$ cat src/rtl/ecc_pkg.sv
package ecc_pkg;

    // Number of result slots filled after each start.
    localparam int NUM_SLOTS = 2;

    // Which slot the next completed chunk goes into.
    typedef enum logic [1:0] {
        PH_FIRST  = 2'd0,
        PH_SECOND = 2'd1,
        PH_FULL   = 2'd2
    } phase_e;

    // Width of the bit index inside a data unit.
    function automatic int idx_width(input int w);
        return $clog2(w);
    endfunction

endpackage

$ cat src/rtl/ecc_byte_feeder.sv
// Turns byte or word input into one byte per cycle for the accumulator.
module ecc_byte_feeder #(
    parameter int BYTE_W = 8
) (
    input  logic                clk,
    input  logic                rst_n,
    input  logic                start,
    input  logic                word_mode,
    input  logic                swap_bytes,
    input  logic                in_valid,
    input  logic [2*BYTE_W-1:0] in_data,
    output logic                in_ready,
    output logic                b_valid,
    output logic [BYTE_W-1:0]   b_data
);

    typedef struct packed {
        logic              pend;
        logic [BYTE_W-1:0] pend_byte;
    } feed_t;

    feed_t st_q, st_d;
    logic  accept;
    logic  [BYTE_W-1:0] lo_byte, hi_byte;

    assign lo_byte = in_data[BYTE_W-1:0];
    assign hi_byte = in_data[2*BYTE_W-1:BYTE_W];

    always_comb begin
        st_d     = st_q;
        in_ready = !st_q.pend;
        accept   = in_valid && in_ready;
        b_valid  = 1'b0;
        b_data   = '0;
        if (st_q.pend) begin
            // second half of a word, input is stalled this cycle
            b_valid   = 1'b1;
            b_data    = st_q.pend_byte;
            st_d.pend = 1'b0;
        end else if (accept) begin
            b_valid = 1'b1;
            if (word_mode) begin
                b_data         = swap_bytes ? hi_byte : lo_byte;
                st_d.pend      = 1'b1;
                st_d.pend_byte = swap_bytes ? lo_byte : hi_byte;
            end else begin
                b_data = lo_byte;
            end
        end
        if (start) begin
            st_d    = '0;
            b_valid = 1'b0;
        end
    end

    always_ff @(posedge clk or negedge rst_n) begin
        if (!rst_n) st_q <= '0;
        else        st_q <= st_d;
    end

endmodule

$ cat src/rtl/ecc_parity_accum.sv
// Accumulates line and column parity over one chunk of bytes.
module ecc_parity_accum #(
    parameter int BYTE_W   = 8,
    parameter int CHUNK_AW = 8
) (
    input  logic                                       clk,
    input  logic                                       rst_n,
    input  logic                                       start,
    input  logic                                       b_valid,
    input  logic [BYTE_W-1:0]                          b_data,
    output logic                                       chunk_done,
    output logic [2*CHUNK_AW-1:0]                      code_line,
    output logic [2*ecc_pkg::idx_width(BYTE_W)-1:0]    code_col
);

    localparam int IDX_W  = ecc_pkg::idx_width(BYTE_W);
    localparam int LINE_W = 2 * CHUNK_AW;
    localparam int COL_W  = 2 * IDX_W;

    typedef struct packed {
        logic [CHUNK_AW-1:0] pos;
        logic [LINE_W-1:0]   line;
        logic [COL_W-1:0]    col;
    } acc_t;

    acc_t st_q, st_d;
    logic [LINE_W-1:0] line_n;
    logic [COL_W-1:0]  col_n;
    logic              byte_par;

    always_comb begin
        st_d       = st_q;
        chunk_done = 1'b0;
        byte_par   = ^b_data;
        line_n     = st_q.line;
        col_n      = st_q.col;
        for (int k = 0; k < CHUNK_AW; k++) begin
            if (st_q.pos[k]) line_n[2*k+1] = line_n[2*k+1] ^ byte_par;
            else             line_n[2*k]   = line_n[2*k]   ^ byte_par;
        end
        for (int i = 0; i < BYTE_W; i++) begin
            for (int j = 0; j < IDX_W; j++) begin
                if (((i >> j) & 1) == 1) col_n[2*j+1] = col_n[2*j+1] ^ b_data[i];
                else                     col_n[2*j]   = col_n[2*j]   ^ b_data[i];
            end
        end
        if (b_valid) begin
            st_d.pos = st_q.pos + 1'b1;
            if (&st_q.pos) begin
                chunk_done = 1'b1;
                st_d.line  = '0;
                st_d.col   = '0;
            end else begin
                st_d.line = line_n;
                st_d.col  = col_n;
            end
        end
        if (start) begin
            st_d       = '0;
            chunk_done = 1'b0;
        end
        code_line = line_n;
        code_col  = col_n;
    end

    always_ff @(posedge clk or negedge rst_n) begin
        if (!rst_n) st_q <= '0;
        else        st_q <= st_d;
    end

endmodule

$ cat src/rtl/ecc_slot_bank.sv
// Routes completed codes into the result slots in order, then freezes.
module ecc_slot_bank #(
    parameter int LINE_W = 16,
    parameter int COL_W  = 6
) (
    input  logic                                          clk,
    input  logic                                          rst_n,
    input  logic                                          start,
    input  logic                                          chunk_done,
    input  logic [LINE_W-1:0]                             code_line,
    input  logic [COL_W-1:0]                              code_col,
    output logic [ecc_pkg::NUM_SLOTS-1:0][LINE_W-1:0]     slot_line,
    output logic [ecc_pkg::NUM_SLOTS-1:0][COL_W-1:0]      slot_col,
    output logic [ecc_pkg::NUM_SLOTS-1:0]                 slot_rdy
);

    import ecc_pkg::*;

    typedef struct packed {
        logic              rdy;
        logic [LINE_W-1:0] line;
        logic [COL_W-1:0]  col;
    } slot_t;

    phase_e ph_q, ph_d;

    always_comb begin
        ph_d = ph_q;
        if (start) begin
            ph_d = PH_FIRST;
        end else if (chunk_done) begin
            case (ph_q)
                PH_FIRST:  ph_d = PH_SECOND;
                PH_SECOND: ph_d = PH_FULL;
                default:   ph_d = PH_FULL;
            endcase
        end
    end

    always_ff @(posedge clk or negedge rst_n) begin
        if (!rst_n) ph_q <= PH_FIRST;
        else        ph_q <= ph_d;
    end

    for (genvar g = 0; g < NUM_SLOTS; g++) begin : g_slot
        slot_t sl_q, sl_d;

        always_comb begin
            sl_d = sl_q;
            if (start) begin
                sl_d = '0;
            end else if (chunk_done && (ph_q == phase_e'(g))) begin
                sl_d.rdy  = 1'b1;
                sl_d.line = code_line;
                sl_d.col  = code_col;
            end
        end

        always_ff @(posedge clk or negedge rst_n) begin
            if (!rst_n) sl_q <= '0;
            else        sl_q <= sl_d;
        end

        assign slot_line[g] = sl_q.line;
        assign slot_col[g]  = sl_q.col;
        assign slot_rdy[g]  = sl_q.rdy;
    end

endmodule

$ cat src/rtl/ecc_dual_slot_gen.sv
module ecc_dual_slot_gen #(
    parameter int BYTE_W   = 8,
    parameter int CHUNK_AW = 8
) (
    input  logic                                    clk,
    input  logic                                    rst_n,
    input  logic                                    start,
    input  logic                                    word_mode,
    input  logic                                    swap_bytes,
    input  logic                                    in_valid,
    input  logic [2*BYTE_W-1:0]                     in_data,
    output logic                                    in_ready,
    output logic [2*CHUNK_AW-1:0]                   slot1_line,
    output logic [2*ecc_pkg::idx_width(BYTE_W)-1:0] slot1_col,
    output logic                                    slot1_rdy,
    output logic [2*CHUNK_AW-1:0]                   slot2_line,
    output logic [2*ecc_pkg::idx_width(BYTE_W)-1:0] slot2_col,
    output logic                                    slot2_rdy
);

    localparam int LINE_W = 2 * CHUNK_AW;
    localparam int COL_W  = 2 * ecc_pkg::idx_width(BYTE_W);

    logic                 b_valid;
    logic [BYTE_W-1:0]    b_data;
    logic                 chunk_done;
    logic [LINE_W-1:0]    code_line;
    logic [COL_W-1:0]     code_col;
    logic [ecc_pkg::NUM_SLOTS-1:0][LINE_W-1:0] s_line;
    logic [ecc_pkg::NUM_SLOTS-1:0][COL_W-1:0]  s_col;
    logic [ecc_pkg::NUM_SLOTS-1:0]             s_rdy;

    ecc_byte_feeder #(.BYTE_W(BYTE_W)) i_feed (
        .clk        (clk),
        .rst_n      (rst_n),
        .start      (start),
        .word_mode  (word_mode),
        .swap_bytes (swap_bytes),
        .in_valid   (in_valid),
        .in_data    (in_data),
        .in_ready   (in_ready),
        .b_valid    (b_valid),
        .b_data     (b_data)
    );

    ecc_parity_accum #(.BYTE_W(BYTE_W), .CHUNK_AW(CHUNK_AW)) i_acc (
        .clk        (clk),
        .rst_n      (rst_n),
        .start      (start),
        .b_valid    (b_valid),
        .b_data     (b_data),
        .chunk_done (chunk_done),
        .code_line  (code_line),
        .code_col   (code_col)
    );

    ecc_slot_bank #(.LINE_W(LINE_W), .COL_W(COL_W)) i_bank (
        .clk        (clk),
        .rst_n      (rst_n),
        .start      (start),
        .chunk_done (chunk_done),
        .code_line  (code_line),
        .code_col   (code_col),
        .slot_line  (s_line),
        .slot_col   (s_col),
        .slot_rdy   (s_rdy)
    );

    assign slot1_line = s_line[0];
    assign slot1_col  = s_col[0];
    assign slot1_rdy  = s_rdy[0];
    assign slot2_line = s_line[1];
    assign slot2_col  = s_col[1];
    assign slot2_rdy  = s_rdy[1];

endmodule

$ cat config.mk
export PLATFORM = sky130hd
export DESIGN_NAME = ecc_dual_slot_gen
export DESIGN_NICKNAME = d
export VERILOG_FILES = /design/src/rtl/ecc_pkg.sv /design/src/rtl/ecc_byte_feeder.sv /design/src/rtl/ecc_parity_accum.sv /design/src/rtl/ecc_slot_bank.sv /design/src/rtl/ecc_dual_slot_gen.sv
export SDC_FILE = /design/constraint.sdc
export NUM_CORES = 1
export LEC_CHECK = 0
export BUFFER_PORTS_ARGS = -buffer_cell sky130_fd_sc_hd__buf_2
export CORE_ASPECT_RATIO = 1.1
export CORE_MARGIN = 8
export CORE_UTILIZATION = 40
export DETAILED_ROUTE_END_ITERATION = 8
export PLACE_DENSITY = 0.59
export SLEW_MARGIN = 20
export SYNTH_ARGS = -nofsm -noshare
export SYNTH_HDL_FRONTEND = slang
export SYNTH_SLANG_ARGS = --single-unit
$ cat constraint.sdc
create_clock -name clk -period 6.8 [get_ports clk]
set_input_delay 0.34 -clock clk [delete_from_list [all_inputs] [get_ports clk]]
set_output_delay 0.34 -clock clk [all_outputs]
set_load 0.005 [all_outputs]
==> impl_metrics.tcl, run 1 <==
set metrics [dict create \
    run_status "finished, final reports clean" \
    critical_path.top_delay_family "simple AND/OR/NAND/NOR gates" \
    clkTransAtPathRegs_ns 0.06 \
    yosysSeqAreaShare_pct 45.6 \
    wl_per_cell_um 16.3 \
    gp_congestion 0.834 \
    cp_data_arrival_time_ns 3.43 \
    p_per_area_nw_per_um2 228 \
    syn_area_um2 4770 \
    rsz0062_at_grt "false" \
    peakVddDrop_mv 0.0992 \
    synth_flop_cell "dfrtp_1" \
    post-synth-top-count-cell "dfrtp_1" \
    tightest_slew_ns 1.05 \
    post-route-util_pct 46.6 \
    cts_tree "done" \
    whs_ns 0.0674 \
    intPower_w 0.000928 \
    area.sequential_um2 2180 \
    p_leak_nw 2.52 \
    postCtsSetupBuffers 0 \
    hold_viol 0 \
    criticalPathCategory "register to register" \
    clock_path_buffers 2 \
    die-area_um2 15700 \
    fp.coreArea_um2 11800 \
    tns_ns 0 \
    critPathCaptureType "register" \
    slew_headroom_pct 29.9 \
    io_buffers 68 \
    synthTopCellsByArea "dfrtp_1 46%, nand2_1 5.4%, xnor2_1 4.6%, nand3b_1 4.6%, nand3_1 4.1%" \
    synthCells 514 \
    dp_cells 698 \
    antennaDiodeCount 0 \
    fin_skew_ns 0.00825 \
    pin_count 69 \
    slew_viol_final 0 \
    clk_latency_ns 0.34 \
    antenna_found_initial 0 \
    finalSetupViolCount 0 \
    grt_pass1_vias 3896 \
    synth_cell_types 40 \
    ys_seq_elements 87 \
    min_period_ns 3.23 \
    dr.first_iter.drc_count 256 \
    ctsResizeCount 0 \
    cp_slowest_stage_delay_ns 0.79 \
    place_ws_ns 3.58 \
    antenna_left 0 \
    firstDrtPassIters 4 \
    synth_edf_count 0 \
    die_h_um 131 \
    wl_um 11600 \
    fin_nets 578 \
    syn_nets 537 \
    crit_fanout 20 \
    cap_viol_max_count 0 \
    async_reset_ff_share_pct 100 \
    timing.final.crit_share_pct 47.5 \
    instances_no_fill 711 \
    crit_top_cell "o211ai_1" \
    drcViolationCount 0 \
    layout_setup_ws_ns 3.57 \
    grt_pass1_wl_um 19800 \
    slowest_stage "nor2b_2" \
    drive_above_1_share_pct 17.4 \
    switching_share_pct 26.3 \
    cp.buffers_inverters 1 \
    cts.sink_count 87 \
    power_frac_comb_pct 14.2 \
    fillers 1162 \
    min_path_type "input port to asynchronous set/reset pin" \
    start_kind "register" \
    gr-usage-all-layers_pct 15.6 \
    ctsHoldBuffers 0 \
    clockPowerShare_pct 41.2 \
    clockRootBuffer "clkbuf_16" \
    switchingPower_w 0.000331 \
    cp_data_required_time_ns 7.00 \
    num_vias 3855 \
    synthTopCellsByCount "87 x dfrtp_1, 69 x nand2_1, 39 x nand3_1" \
    seq_power_share_pct 44.7 \
    synth_top_area_share_pct 45.6 \
    synth_largest_area_cell "dfrtp_1" \
    cts_max_level 3 \
    die_x_um 120 \
    rows 42 \
    max_freq_mhz 309 \
    hpwlAfterDp_um 7880 \
    ys_warn_count 0 \
    start_util_pct 40.4 \
    numCtsBuffers 9 \
    areaGrowthSynthToFinish_pct 15.4 \
    viasPerCell 5.42 \
    multi_input_area_um2 2400 \
    syn_avg_cell_area_um2 9.29 \
    grt_remaining_overflow 0 \
    grt_max_degree 88 \
    path_cells "ha_1 -> o211ai_1 -> nor4_1 -> nor2b_1 -> nor2b_2 -> buf_4 -> nor3b_1 -> a21oi_1 -> o211ai_1" \
]
final timing paths:
path | cells past startpoint | slack, ns | from | to
worst max-delay path | 9 | 3.57 | i_acc.st_q[22] | i_bank.slot_line[3]
worst min-delay path | 1 | 0.07 | rst_n | i_bank.slot_line[22]
worst max register to register | 9 | 3.57 | i_acc.st_q[22] | i_bank.slot_line[3]
worst min register to register | 1 | 0.49 | i_acc.st_q[3] | i_acc.st_q[3]
max in group asynchronous | 1 | 6.20 | rst_n | i_acc.st_q[8]
min in group clk | 3 | 0.34 | in_data[8] | i_feed.st_q[0]
layout make-up:
cell class / instances / share of cell area (%)
timing repair buffer: 73 / 6.97
sequential: 87 / 39.5
inverter: 12 / 0.818
tap: 154 / 3.50
clock inverter: 3 / 1.25
multi-input combinational: 372 / 43.6
clock buffer: 10 / 4.34
stage by stage:
| stage | cell area (µm²) | total power [W] |
|---|---|---|
| after floorplan | 4770 | 0.000700 |
| after global placement | 5190 | 0.000746 |
| after detailed placement | 5190 | 0.000752 |
| after CTS | 5500 | 0.00128 |
| after global routing | 5510 | 0.00132 |
| final | 5510 | 0.00126 |
kinds of logic after synthesis:
kind of cell,synth area share (%)
AND/OR/NAND/NOR,23.0
AO/OA/AOI/OAI,14.7
flip-flops,45.6
buffers and inverters,4.90
XOR/XNOR,6.76
multiplexers,4.82
adder cells (fa/ha/maj),0.262
flip-flops by register name, indices dropped and copies added (netlist names):
register and count:
i_acc.st_q 30, i_bank.ph_q 2, i_bank.slot_col 12, i_bank.slot_line 32, i_bank.slot_rdy 2, i_feed.st_q 9
power groups by stage:
stage	registers (W)	clock network (W)	logic (W)
after global placement	0.000570	0	0.000176
after global routing	0.000566	0.000555	0.000199
after CTS	0.000562	0.000532	0.000181
after detailed placement	0.000571	0	0.000181
final	0.000562	0.000518	0.000178
after floorplan	0.000558	0	0.000141
cells in the final DEF (no fill, tap or decap), types with 7 or more instances in the layout:
cell type | synthesis | final
dfrtp_1 | 87 | 87
clkbuf_16 | 0 | 9
mux2i_1 | 14 | 14
nand3b_1 | 29 | 29
o21ai_0 | 20 | 20
o21ai_1 | 12 | 12
or4_1 | 7 | 7
inv_1 | 11 | 11
a211oi_1 | 8 | 8
nand2_1 | 69 | 69
buf_2 | 10 | 67
xnor2_1 | 25 | 25
nand3_1 | 39 | 39
or3_1 | 8 | 8
o311ai_1 | 12 | 12
xor2_1 | 10 | 10
nor2_1 | 32 | 32
a21oi_1 | 9 | 9
nand2b_1 | 8 | 7
o211ai_1 | 21 | 21
per-layer routing:
| metal | global-route usage [%] | vias to the layer above | routed length [µm] |
|---|---|---|---|
| li1 | - | 1903 | - |
| met1 | 19.8 | 1861 | 5400 |
| met2 | 25.6 | 77 | 5580 |
| met3 | 2.62 | 14 | 433 |
| met4 | 7.13 | 0 | 203 |
| met5 | 0 | - | 0 |
Note: power is estimated with default switching activity, not from simulation.
==> run 2, diff against run 1 <==
--- a/config.mk
+++ b/config.mk
@@ -10,7 +10,7 @@
 export CORE_MARGIN = 8
 export CORE_UTILIZATION = 40
 export DETAILED_ROUTE_END_ITERATION = 8
-export PLACE_DENSITY = 0.59
+export PLACE_DENSITY = 0.61
 export SLEW_MARGIN = 20
 export SYNTH_ARGS = -nofsm -noshare
 export SYNTH_HDL_FRONTEND = slang
==> constraint.sdc (replaced) <==
create_clock -name clk -period 2.7 [get_ports clk]
set_input_delay 0.135 -clock clk [delete_from_list [all_inputs] [get_ports clk]]
set_output_delay 0.135 -clock clk [all_outputs]
set_load 0.005 [all_outputs]
==> run 2 against run 1 <==
  * Die area unchanged
  * Clock power grew 140%
  * Sequential cell count unchanged
  * Fmax is 36% higher
  * Critical path type unchanged
  * Largest power group unchanged
==> impl_metrics.tcl, run 2 (synthesis gave the netlist of run 1 again) <==
set metrics [dict create \
    areaGrowthSynthToFinish_pct 19.6 \
    slew_viol_final 0 \
    gp_congestion 0.809 \
    postCtsSetupBuffers 0 \
    crit_fanout 16 \
    cts_tree "done" \
    antenna_left 0 \
    peakVddDrop_mv 0.405 \
    rsz0062_at_grt "false" \
    grt_pass1_vias 3979 \
    drive_above_1_share_pct 20.3 \
    fp.coreArea_um2 11800 \
    start_util_pct 40.4 \
    antennaDiodeCount 0 \
    finalSetupViolCount 0 \
    die_x_um 120 \
    cts.sink_count 87 \
    slowest_stage "or4_1" \
    ctsHoldBuffers 1 \
    die_h_um 131 \
    cp_slowest_stage_delay_ns 0.47 \
    layout.cells.most_common "dfrtp_1" \
    viasPerCell 5.39 \
    critPathCaptureType "register" \
    tns_ns 0 \
    total_power_w 0.00317 \
    fin_nets 600 \
    die-area_um2 15700 \
    cts_max_level 3 \
    antenna_found_initial 0 \
    grt_max_degree 62 \
    clock_path_buffers 2 \
    firstDrtPassIters 4 \
    largest_reg_flops 32 \
    hpwlAfterDp_um 8450 \
    ctsResizeCount 0 \
    start_kind "register" \
    cp_data_required_time_ns 2.97 \
    numCtsBuffers 9 \
    critical_path.top_delay_family "simple AND/OR/NAND/NOR gates" \
    instances_no_fill 734 \
    pin_count 69 \
    wl_per_cell_um 15.9 \
    rows 42 \
    cp_data_arrival_time_ns 2.65 \
    hold_viol 0 \
    cp.buffers_inverters 1 \
    min_path_type "input port to register" \
    wl_um 11700 \
    path_cells "nor2b_1 -> o21ai_2 -> a211oi_4 -> xnor2_4 -> buf_12 -> or4_1 -> nand3_1" \
    gr-usage-all-layers_pct 15.7 \
    num_vias 3953 \
    slew_headroom_pct 54.2 \
    clk_latency_ns 0.34 \
    final_cell_mix "87 x dfrtp_1, 69 x nand2_1, 67 x buf_2" \
    p_leak_nw 2.64 \
    timing.final.crit_share_pct 88.0 \
    run_status "finished, final reports clean" \
    io_buffers 68 \
    cap_viol_max_count 0 \
    p_per_area_nw_per_um2 554 \
    clkTransAtPathRegs_ns 0.06 \
    dp_cells 719 \
    fillers 1120 \
    criticalPathCategory "register to register" \
    max_freq_mhz 421 \
    tightest_slew_ns 0.687 \
    drcViolationCount 0 \
    min_period_ns 2.38 \
    grt_remaining_overflow 0 \
    fin_skew_ns 0.00688 \
    dr.first_iter.drc_count 209 \
    clockRootBuffer "clkbuf_16" \
    grt_pass1_wl_um 19900 \
]
==> run 2: cell count changes in the layout (fill, tap and decap cells not counted), sizes merged <==
cell / before / now
inv: 12 / 11
bufinv: 2 / 1
dlygate4sd3: 0 / 1
clkinv: 1 / 3
buf: 73 / 94
clkbuf: 10 / 11
==> run 2: worst paths after layout <==
| path | start | to | slack (ns) | depth (start not counted) |
|---|---|---|---|---|
| max reg2reg | i_feed.st_q[8] | i_acc.st_q[10] | 0.32 | 7 |
| min | in_data[9] | i_feed.st_q[1] | 0.13 | 3 |
| max in group asynchronous | rst_n | i_feed.st_q[3] | 1.74 | 3 |
| max | i_feed.st_q[8] | i_acc.st_q[10] | 0.32 | 7 |
| min reg2reg | i_acc.st_q[2] | i_acc.st_q[2] | 0.49 | 1 |
| min in group asynchronous | rst_n | i_bank.slot_line[6] | 0.33 | 2 |
==> run 2: metal layers <==
metal	vias to the layer above	global-route usage [%]	wire (µm)
met4	0	6.54	248
met3	19	3.70	578
met1	1905	19.5	5230
met2	87	26.0	5650
met5	-	0	0
li1	1942	-	-
==> run 2: worst min-delay path, cell delays in order <==
cell and delay (ns):
buf_2 0.10, mux2i_1 0.06, o21ai_0 0.14
==> run 2: cell type report <==
type | instances | area, µm² | share of cell area [%]
clock inverters | 3 | 43.8 | 0.767
clock buffers | 11 | 253 | 4.43
multi-input cells | 372 | 2390 | 41.8
flip-flops and latches | 87 | 2180 | 38.1
repair buffers | 95 | 611 | 10.7
well taps | 154 | 193 | 3.37
inverters | 12 | 45.0 | 0.789
==> run 2: power breakdown <==
part | internal (W) | switching, W
logic | 0.000212 | 0.000301
clock network | 0.000757 | 0.000487
registers | 0.00135 | 0.0000580
==> run 2: through the flow <==
stage               area [µm²]  util (%)  hold slack, ns  setup WS, ns
floorplan                 4770         -          -0.161         0.533
global placement          5400      45.7           0.174         0.316
detailed placement        5400      45.7           0.179         0.223
CTS                       5710      48.3           0.128         0.315
global route              5710      48.3           0.162         0.151
finish                    5710      48.3           0.133         0.325
